[config.mk]
export PLATFORM = sky130hd
export DESIGN_NAME = ssp_txq
export DESIGN_NICKNAME = d
export VERILOG_FILES = /design/src/rtl/ssp_txq_pkg.sv /design/src/rtl/ssp_txq_store.sv /design/src/rtl/ssp_txq_flags.sv /design/src/rtl/ssp_rxq_flag.sv /design/src/rtl/ssp_txq.sv
export SDC_FILE = /design/constraint.sdc
export NUM_CORES = 1
export LEC_CHECK = 0
export CORE_UTILIZATION = 53
export DETAILED_ROUTE_END_ITERATION = 7
export PLACE_DENSITY = 0.78
export SYNTH_ARGS = -nofsm -noshare
export SYNTH_HDL_FRONTEND = slang
export SYNTH_SLANG_ARGS = --single-unit
[constraint.sdc]
create_clock -name clk -period 2.6 [get_ports clk]
set_input_delay 0.39 -clock clk [delete_from_list [all_inputs] [get_ports clk]]
set_output_delay 0.39 -clock clk [all_outputs]
set_load 0.01 [all_outputs]
[src/rtl/ssp_txq_pkg.sv]
package ssp_txq_pkg;

  typedef enum logic [1:0] {
    THR_ONE_FREE   = 2'd0,
    THR_TWO_FREE   = 2'd1,
    THR_THREE_FREE = 2'd2,
    THR_ALL_FREE   = 2'd3
  } thr_code_e;

  // Free slots required for the request, scaled to the queue depth.
  function automatic int unsigned slots_needed(input thr_code_e code,
                                               input int unsigned depth);
    int unsigned idx;
    idx = int'(code) + 1;
    return (idx * depth) / 4;
  endfunction

endpackage

[src/rtl/ssp_txq_store.sv]
module ssp_txq_store #(
  parameter int W     = 8,
  parameter int DEPTH = 4,
  localparam int AW   = (DEPTH > 1) ? $clog2(DEPTH) : 1,
  localparam int CW   = $clog2(DEPTH + 1)
) (
  input  logic          clk,
  input  logic          rst,
  input  logic          push,
  input  logic [W-1:0]  din,
  input  logic          pop,
  output logic [W-1:0]  dout,
  output logic [CW-1:0] count_q,
  output logic [CW-1:0] count_next,
  output logic          push_drop
);

  logic [W-1:0]  mem [DEPTH];
  logic [AW-1:0] wp_q, rp_q;
  logic          full, empty, pop_ok, push_ok;

  assign full    = (count_q == CW'(DEPTH));
  assign empty   = (count_q == '0);
  assign pop_ok  = pop && !empty;
  assign push_ok = push && (!full || pop_ok);
  assign push_drop = push && !push_ok;

  function automatic logic [AW-1:0] wrap_inc(input logic [AW-1:0] p);
    return (p == AW'(DEPTH - 1)) ? '0 : p + AW'(1);
  endfunction

  always_comb begin
    count_next = count_q;
    if (push_ok && !pop_ok)
      count_next = count_q + CW'(1);
    else if (pop_ok && !push_ok)
      count_next = count_q - CW'(1);
  end

  // Storage array kept free of reset so it maps onto RAM resources.
  always_ff @(posedge clk) begin
    if (push_ok)
      mem[wp_q] <= din;
  end

  assign dout = mem[rp_q];

  always_ff @(posedge clk) begin
    if (rst) begin
      wp_q    <= '0;
      rp_q    <= '0;
      count_q <= '0;
    end else begin
      if (push_ok) wp_q <= wrap_inc(wp_q);
      if (pop_ok)  rp_q <= wrap_inc(rp_q);
      count_q <= count_next;
    end
  end

  a_r2_count_bound: assert property (@(posedge clk) disable iff (rst)
    count_q <= CW'(DEPTH));

  a_r7_pushpop_hold: assert property (@(posedge clk) disable iff (rst)
    (push && pop && count_q != '0) |=> $stable(count_q));

  a_r8_pop_empty: assert property (@(posedge clk) disable iff (rst)
    (pop && !push && count_q == '0) |=> (count_q == '0));

  a_r6_drop_keeps: assert property (@(posedge clk) disable iff (rst)
    (push && !pop && count_q == CW'(DEPTH)) |=> (count_q == CW'(DEPTH)));

endmodule

[src/rtl/ssp_txq_flags.sv]
module ssp_txq_flags
  import ssp_txq_pkg::*;
#(
  parameter int DEPTH = 4,
  localparam int CW   = $clog2(DEPTH + 1)
) (
  input  logic          clk,
  input  logic          rst,
  input  logic [CW-1:0] count_next,
  input  logic [1:0]    thr_sel,
  output logic          irq_q,
  output logic          busy_q
);

  logic [CW-1:0] free_next;
  logic [CW-1:0] need;

  assign free_next = CW'(DEPTH) - count_next;
  assign need      = CW'(slots_needed(thr_code_e'(thr_sel), DEPTH));

  always_ff @(posedge clk) begin
    if (rst) begin
      irq_q  <= 1'b1;   // empty queue meets every threshold
      busy_q <= 1'b0;
    end else begin
      irq_q  <= (free_next >= need);
      busy_q <= (count_next != '0);
    end
  end

endmodule

[src/rtl/ssp_rxq_flag.sv]
module ssp_rxq_flag #(
  parameter int RXW = 3
) (
  input  logic           clk,
  input  logic           rst,
  input  logic [RXW-1:0] rx_fill,
  output logic           ne_q
);

  always_ff @(posedge clk) begin
    if (rst) ne_q <= 1'b0;
    else     ne_q <= |rx_fill;
  end

endmodule

[src/rtl/ssp_txq.sv]
module ssp_txq #(
  parameter int W     = 8,
  parameter int DEPTH = 4,
  parameter int RXW   = 3,
  localparam int CW   = $clog2(DEPTH + 1)
) (
  input  logic           clk,
  input  logic           rst,
  input  logic           wr_en,
  input  logic [W-1:0]   wr_data,
  input  logic           rd_en,
  output logic [W-1:0]   rd_data,
  input  logic [1:0]     thr_sel,
  input  logic [RXW-1:0] rx_fill,
  output logic           tx_irq,
  output logic           tx_busy,
  output logic           wr_ovf,
  output logic           rx_has_data
);

  logic [CW-1:0] fill_q, fill_next;
  logic          drop;
  logic          ovf_q;

  ssp_txq_store #(.W(W), .DEPTH(DEPTH)) u_store (
    .clk(clk), .rst(rst),
    .push(wr_en), .din(wr_data), .pop(rd_en), .dout(rd_data),
    .count_q(fill_q), .count_next(fill_next), .push_drop(drop)
  );

  ssp_txq_flags #(.DEPTH(DEPTH)) u_flags (
    .clk(clk), .rst(rst),
    .count_next(fill_next), .thr_sel(thr_sel),
    .irq_q(tx_irq), .busy_q(tx_busy)
  );

  ssp_rxq_flag #(.RXW(RXW)) u_rx (
    .clk(clk), .rst(rst), .rx_fill(rx_fill), .ne_q(rx_has_data)
  );

  always_ff @(posedge clk) begin
    if (rst)       ovf_q <= 1'b0;
    else if (drop) ovf_q <= 1'b1;
  end
  assign wr_ovf = ovf_q;

  a_r3_full_quiet: assert property (@(posedge clk) disable iff (rst)
    (fill_q == CW'(DEPTH)) |-> !tx_irq);

  a_r3_empty_raises: assert property (@(posedge clk) disable iff (rst)
    (fill_q == '0) |-> tx_irq);

  a_r5_busy_tracks: assert property (@(posedge clk) disable iff (rst)
    tx_busy == (fill_q != '0));

  a_r6_ovf_sticky: assert property (@(posedge clk) disable iff (rst)
    wr_ovf |=> wr_ovf);

  a_r9_rx_follow: assert property (@(posedge clk) disable iff (rst)
    (rx_fill == '0) |=> !rx_has_data);

endmodule

## Word-level counts from Yosys, hierarchy flattened

Memory sizes are Yosys's and may differ from the RTL's. A register that Yosys moved wholly into a read port is not among the register bits.
Index checks and enable logic that the tools add are counted.

| word-level totals | value |
|---|---|
| register bits after elaboration | 11 |
| bits in writable memories | 32 |
| memories | 1 |
| word-level logic and storage cells | 39 |
| output and inout port bits | 12 |

| cells by class | value |
|---|---|
| add/subtract/negate cells | 6 |
| reduce and logical (&&, ||, !) cells | 13 |
| multiplexer cells | 8 |
| magnitude comparators | 1 |
| equality and inequality tests | 3 |

Memories:

| name | words | bits a word | rd ports | clocked after Yosys merged registers in | wr ports | RTL line | source |
|---|---|---|---|---|---|---|---|
| u_store.mem | 4 | 8 | 1 | 1 | 1 | ssp_txq_store.sv:18 | `logic [W-1:0] mem [DEPTH];` |

Operator list:

| kind | count |
|---|---|
| two-way mux 2 bit | 4 |
| two-way mux 3 bit | 2 |
| logical AND 1 bit | 5 |
| adder 2 x 1 -> 2 bit, second input constant | 2 |
| equality test 2 bit, second input constant | 2 |
| zero test 1 bit | 4 |
| adder 2 x 1 -> 3 bit, second input constant | 1 |
| adder 3 x 1 -> 3 bit, second input constant | 1 |
| equality test 3 bit, second input constant | 1 |
| >= comparator 3 bit | 1 |
| zero test 3 bit | 1 |
| nonzero test 3 bit | 1 |
| OR reduction 3 bit | 1 |
| subtractor 3 x 1 -> 3 bit, second input constant | 1 |
| subtractor 3 bit, first input constant | 1 |
| two-way mux 1 bit | 2 |
| logical OR 1 bit | 1 |

## Logic depth before layout (Yosys ltp)

| logic depth | value |
|---|---|
| depth in word-level cells | 11 |
| mapped depth | 10 |
| mapped depth without buffers | 10 |

## Hierarchy

A second synthesis with hierarchy kept.

| unflattened totals | value |
|---|---|
| cell total of the unflattened synthesis | 145 |
| area, all modules | 2,069.5 sq um |

Modules (own cells, without submodules):

| module | instances | cells an instance | seq. area each (sq um) | area an instance (sq um) |
|---|---|---|---|---|
| ssp_txq_store | 1 | 120 | 1,141.1 | 1,838.0 |
| ssp_txq_flags | 1 | 20 | 40.0 | 172.7 |
| ssp_txq | 1 | 2 | 20.0 | 30.0 |
| ssp_rxq_flag | 1 | 3 | 20.0 | 28.8 |

## Worst setup path after synthesis

No wires, ideal clock.

| timing path | value |
|---|---|
| path kind | register to register |
| from | register u_store.count_q[1] |
| to | register u_flags.irq_q |
| data arrival time | 2.268 ns |
| data required time | 2.480 ns |
| stages on the path, launching flop included | 11 |
| slack | 0.212 ns |
| setup time | 0.120 ns |
| cell sequence | dfxtp_1 > inv_1 > ha_1 > or2b_1 > o22ai_1 > o32a_1 > ha_1 > ha_1 > inv_1 > ha_1 > a211o_1 |

| between the ends | value |
|---|---|
| cells in the longest elaborated chain, start to end | 11 |
| elaborated cells on any way between the ends | 17 |
| classes of those cells | 3 x add/sub; 1 x order compare; 1 x eq/ne; 2 x mux; 10 x reduce/logical |

RTL lines:

| element | RTL line | source |
|---|---|---|
| start: declaration | ssp_txq_store.sv:13 | `output logic [CW-1:0] count_q,` |
| start signal: assignment | ssp_txq_store.sv:56 | `count_q <= count_next;` |
| zero test 3 bit | ssp_txq_store.sv:23 | `assign empty = (count_q == '0);` |
| zero test 1 bit | ssp_txq_store.sv:24 | `assign pop_ok = pop && !empty;` |
| logical AND 1 bit | ssp_txq_store.sv:24 |  |
| logical OR 1 bit | ssp_txq_store.sv:25 | `assign push_ok = push && (!full \|\| pop_ok);` |
| logical AND 1 bit | ssp_txq_store.sv:25 |  |
| zero test 1 bit | ssp_txq_store.sv:36 | `else if (pop_ok && !push_ok)` |
| logical AND 1 bit | ssp_txq_store.sv:36 |  |
| two-way mux 3 bit | ssp_txq_store.sv:36 |  |
| two-way mux 3 bit (*) | ssp_txq_store.sv:34 | `if (push_ok && !pop_ok)` |
| subtractor 3 bit (*) | ssp_txq_flags.sv:18 | `assign free_next = CW'(DEPTH) - count_next;` |
| >= comparator 3 bit (*) | ssp_txq_flags.sv:26 | `irq_q <= (free_next >= need);` |
| end signal: assignment | ssp_txq_flags.sv:26 |  |
| end: declaration | ssp_txq_flags.sv:11 | `output logic irq_q,` |

Every way passes the cells marked *; elsewhere a longest branch is shown, timed or not.
A chain may end at the register's enable or synchronous reset.

## Final worst setup path

| timing path | value |
|---|---|
| from | input wr_en |
| to | register u_flags.irq_q |

| between the ends | value |
|---|---|
| cells in the longest elaborated chain, start to end | 7 |
| elaborated cells on any way between the ends | 8 |
| classes of those cells | 1 x add/sub; 1 x order compare; 2 x mux; 4 x reduce/logical |

RTL lines:

| element | RTL line | source |
|---|---|---|
| start: declaration | ssp_txq.sv:9 | `input logic wr_en,` |
| logical AND 1 bit (*) | ssp_txq_store.sv:25 |  |
| zero test 1 bit | ssp_txq_store.sv:36 |  |
| logical AND 1 bit | ssp_txq_store.sv:36 |  |
| two-way mux 3 bit | ssp_txq_store.sv:36 |  |
| two-way mux 3 bit (*) | ssp_txq_store.sv:34 |  |
| subtractor 3 bit (*) | ssp_txq_flags.sv:18 |  |
| >= comparator 3 bit (*) | ssp_txq_flags.sv:26 |  |

Marks and branches as above.

==> results.sh <==
export IMPL_status="complete, no violations"
export IMPL_finalSetupViolations=0
export IMPL_power_uw=2150
export IMPL_io_pins=29
export IMPL_syn_avg_cell_area_sq_um=14.8
export IMPL_max_stage_delay_ns=0.41
export IMPL_yosysSeqAreaShare_pct=61.7
export IMPL_detail_route_wl_per_cell_microns=15.2
export IMPL_wl_mm=3.37
export IMPL_cts_sinks=45
export IMPL_fp_dieH_microns=63.1
export IMPL_row_count=21
export IMPL_synth_edf_count=32
export IMPL_synth_flop_cell="edfxtp_1"
export IMPL_synthToLayoutAreaGrowth_pct=23.9
export IMPL_gp_congestion=0.829
export IMPL_holdCritPathClass="reg2reg"
export IMPL_placed_cells=213
export IMPL_cts_tree="done"
export IMPL_yosysWarningCount=0
export IMPL_start_util_pct=57.1
export IMPL_synthesis_nets=165
export IMPL_finalCritPeriodShare_pct=92.0
export IMPL_syn_cell_area_sq_um=1980
export IMPL_netlist_top_cells_area="edfxtp_1, dfxtp_1, mux4_2"
export IMPL_grt_pass1_vias=1259
export IMPL_yosys_top_cells_count="edfxtp_1, ha_1, dfxtp_1"
export IMPL_critPathLaunchType="input pin"
export IMPL_yosysMostFrequentCell="edfxtp_1"
export IMPL_end_kind="flop"
export IMPL_maxCapViolations=0
export IMPL_vias=1211
export IMPL_setup_total_negative_slack_ns=0
export IMPL_tightest_slew_ns=0.474
export IMPL_critical_path_slowest_cell="clkdlybuf4s50_1"
export IMPL_antenna_found_initial=0
export IMPL_grt_overflow_total=0
export IMPL_viasPerCell=5.48
export IMPL_antenna_left=0
export IMPL_relSlewSlack_pct=68.4
export IMPL_cp_required_ns=2.79
export IMPL_final_cells=221
export IMPL_power_leakage_uw=0.000924
export IMPL_worstSetupPathType="in2reg"
export IMPL_p_per_area_nw_per_um2=874
export IMPL_fin_hold_ws_ns=0.483
export IMPL_path_cells="clkdlybuf4s50_1 -> buf_4 -> and2b_1 -> o22ai_1 -> o32a_1 -> ha_1 -> ha_1 -> inv_1 -> ha_1 -> a211o_1"
export IMPL_fin_crit_ns=2.39
export IMPL_rsz0062_at_grt="false"
export IMPL_postCtsHoldBufs=0
export IMPL_dpl_hpwl_mm=2.40
export IMPL_path_clk_slew_ns=0.08
export IMPL_root_buffer="clkbuf_8"
export IMPL_drive_gt1_share_pct=17.7
export IMPL_fp_dieW_microns=63.1
export IMPL_synth_cell_types=38
export IMPL_vdd_drop_max_v=0.000611
export IMPL_timing_final_hold_violations=0
export IMPL_drtIter0Drc=42
export IMPL_core_sq_um=3470
export IMPL_synthArstFlopShare_pct=0
export IMPL_die_area_sq_um=3990
export IMPL_clk_latency_ns=0.29
export IMPL_grt_start_max_net_pins=15
export IMPL_htreeDepth=2
export IMPL_worstPathMaxFanout=8
export IMPL_grt_pass1_wl_mm=5.69
export IMPL_critical_path_arrival_ns=2.58
export IMPL_portBuffers=28
export IMPL_yosysTopAreaCell="edfxtp_1"
export IMPL_drc_errors=0
export IMPL_synthCells=134
export IMPL_ys_seq_elements=45
export IMPL_finalMaxSlewViolations=0
export IMPL_cp_common_cell="ha_1"
export IMPL_finalClockSkew_ns=0.00186
export IMPL_fmax_mhz=418
export IMPL_fill_cells=262
export IMPL_numCtsBuffers=5
export IMPL_drtPass1Iterations=4
export IMPL_grt_use_total_pct=19.6
export IMPL_cts_path_max_buffers=2
export IMPL_fin_nets=205
export IMPL_synth_top_area_share_pct=48.5
export IMPL_diodes=0
power breakdown:
part | total [uW] | switching, uW | internal [uW] | leakage [uW]
clock | 409 | 224 | 186 | 0.0000455
sequential | 904 | 49.7 | 855 | 0.000401
combinational | 832 | 365 | 467 | 0.000478
total | 2150 | 638 | 1510 | 0.000924
state kept, by name (all words and copies together) (netlist names), named ones only:
name / cells
u_flags.busy_q: 1
u_flags.irq_q: 1
u_rx.ne_q: 1
u_store.count_q: 3
u_store.mem: 32
u_store.rp_q: 2
u_store.wp_q: 2
wr_ovf: 1
through the flow:
step                instance area (sq um)  setup WS [ns]  util [%]
CTS                                  2450          0.149      70.7
finish                               2450          0.209      70.7
global route                         2450         0.0348      70.7
detailed placement                   2370         -0.101      68.2
global placement                     2370        -0.0595      68.2
floorplan                            1980          0.212         -
final cells by class:
type                       count  area (sq um)  share of cell area (%)
clock buffer                   5          68.8                    2.80
inverter                      10          37.5                    1.53
timing repair buffer          39           363                    14.8
sequential                    45          1220                    49.8
multi-input combinational     73           687                    28.0
tap                           46          57.6                    2.35
clock inverter                 3          17.5                   0.714
critical path: cells and delay by family:
family          cells  cell delay (ns)
simple gates        1             0.21
compound gates      3             0.64
buf+inv             3             0.61
fa+ha+maj           3             0.73
cells by family (layout without fill, tap and decap cells):
| family | count (synthesis) | count (layout) | synth area share, % |
|---|---|---|---|
| flip-flops | 45 | 45 | 61.7 |
| AND/OR/NAND/NOR | 31 | 31 | 8.91 |
| AO/OA/AOI/OAI | 17 | 17 | 6.38 |
| buffers and inverters | 16 | 57 | 3.66 |
| adder cells (fa/ha/maj) | 14 | 14 | 8.84 |
| multiplexers | 9 | 9 | 9.67 |
| XOR/XNOR | 2 | 2 | 0.885 |
routing by layer:
layer  GRT usage (%)  wire length (microns)  up-vias  part of all wire, %
met4            9.59                     68        0                  2.0
met2            35.8                   1810       35                   54
met5               0                      0        -                    0
met1            20.5                   1340      594                   40
met3            5.07                    145        6                  4.3
li1                -                      -      576                    -
worst paths after layout:
check / from / end / slack (ns) / cells past startpoint
worst min register to register: wr_ovf$_SDFFE_PP0P_ / wr_ovf$_SDFFE_PP0P_ / 0.48 / 2
worst max register to register: u_store.count_q[0]$_SDFF_PP0_ / u_flags.irq_q$_SDFF_PP1_ / 0.21 / 9
worst max-delay path: wr_en / u_flags.irq_q$_SDFF_PP1_ / 0.21 / 10
worst min-delay path: wr_ovf$_SDFFE_PP0P_ / wr_ovf$_SDFFE_PP0P_ / 0.48 / 2
placed cells by master, fill, tap and decap left out, types with 2 or more instances in the layout:
cell	n
dfxtp_1	12
edfxtp_1	32
and2b_1	2
buf_4	11
nor2_1	6
ha_1	14
nand2b_1	3
clkbuf_8	5
mux4_2	8
xnor2_1	2
clkdlybuf4s50_1	28
a21o_1	2
nand2_1	5
inv_1	10
or3_1	2
a21oi_1	5
and3_1	4
timing repair:
item                       4_1_cts  5_1_grt
gates resized for setup          0        1
setup endpoints to repair        0        1
setup buffers                    0        0
Note: power is estimated with default switching activity, not from simulation.
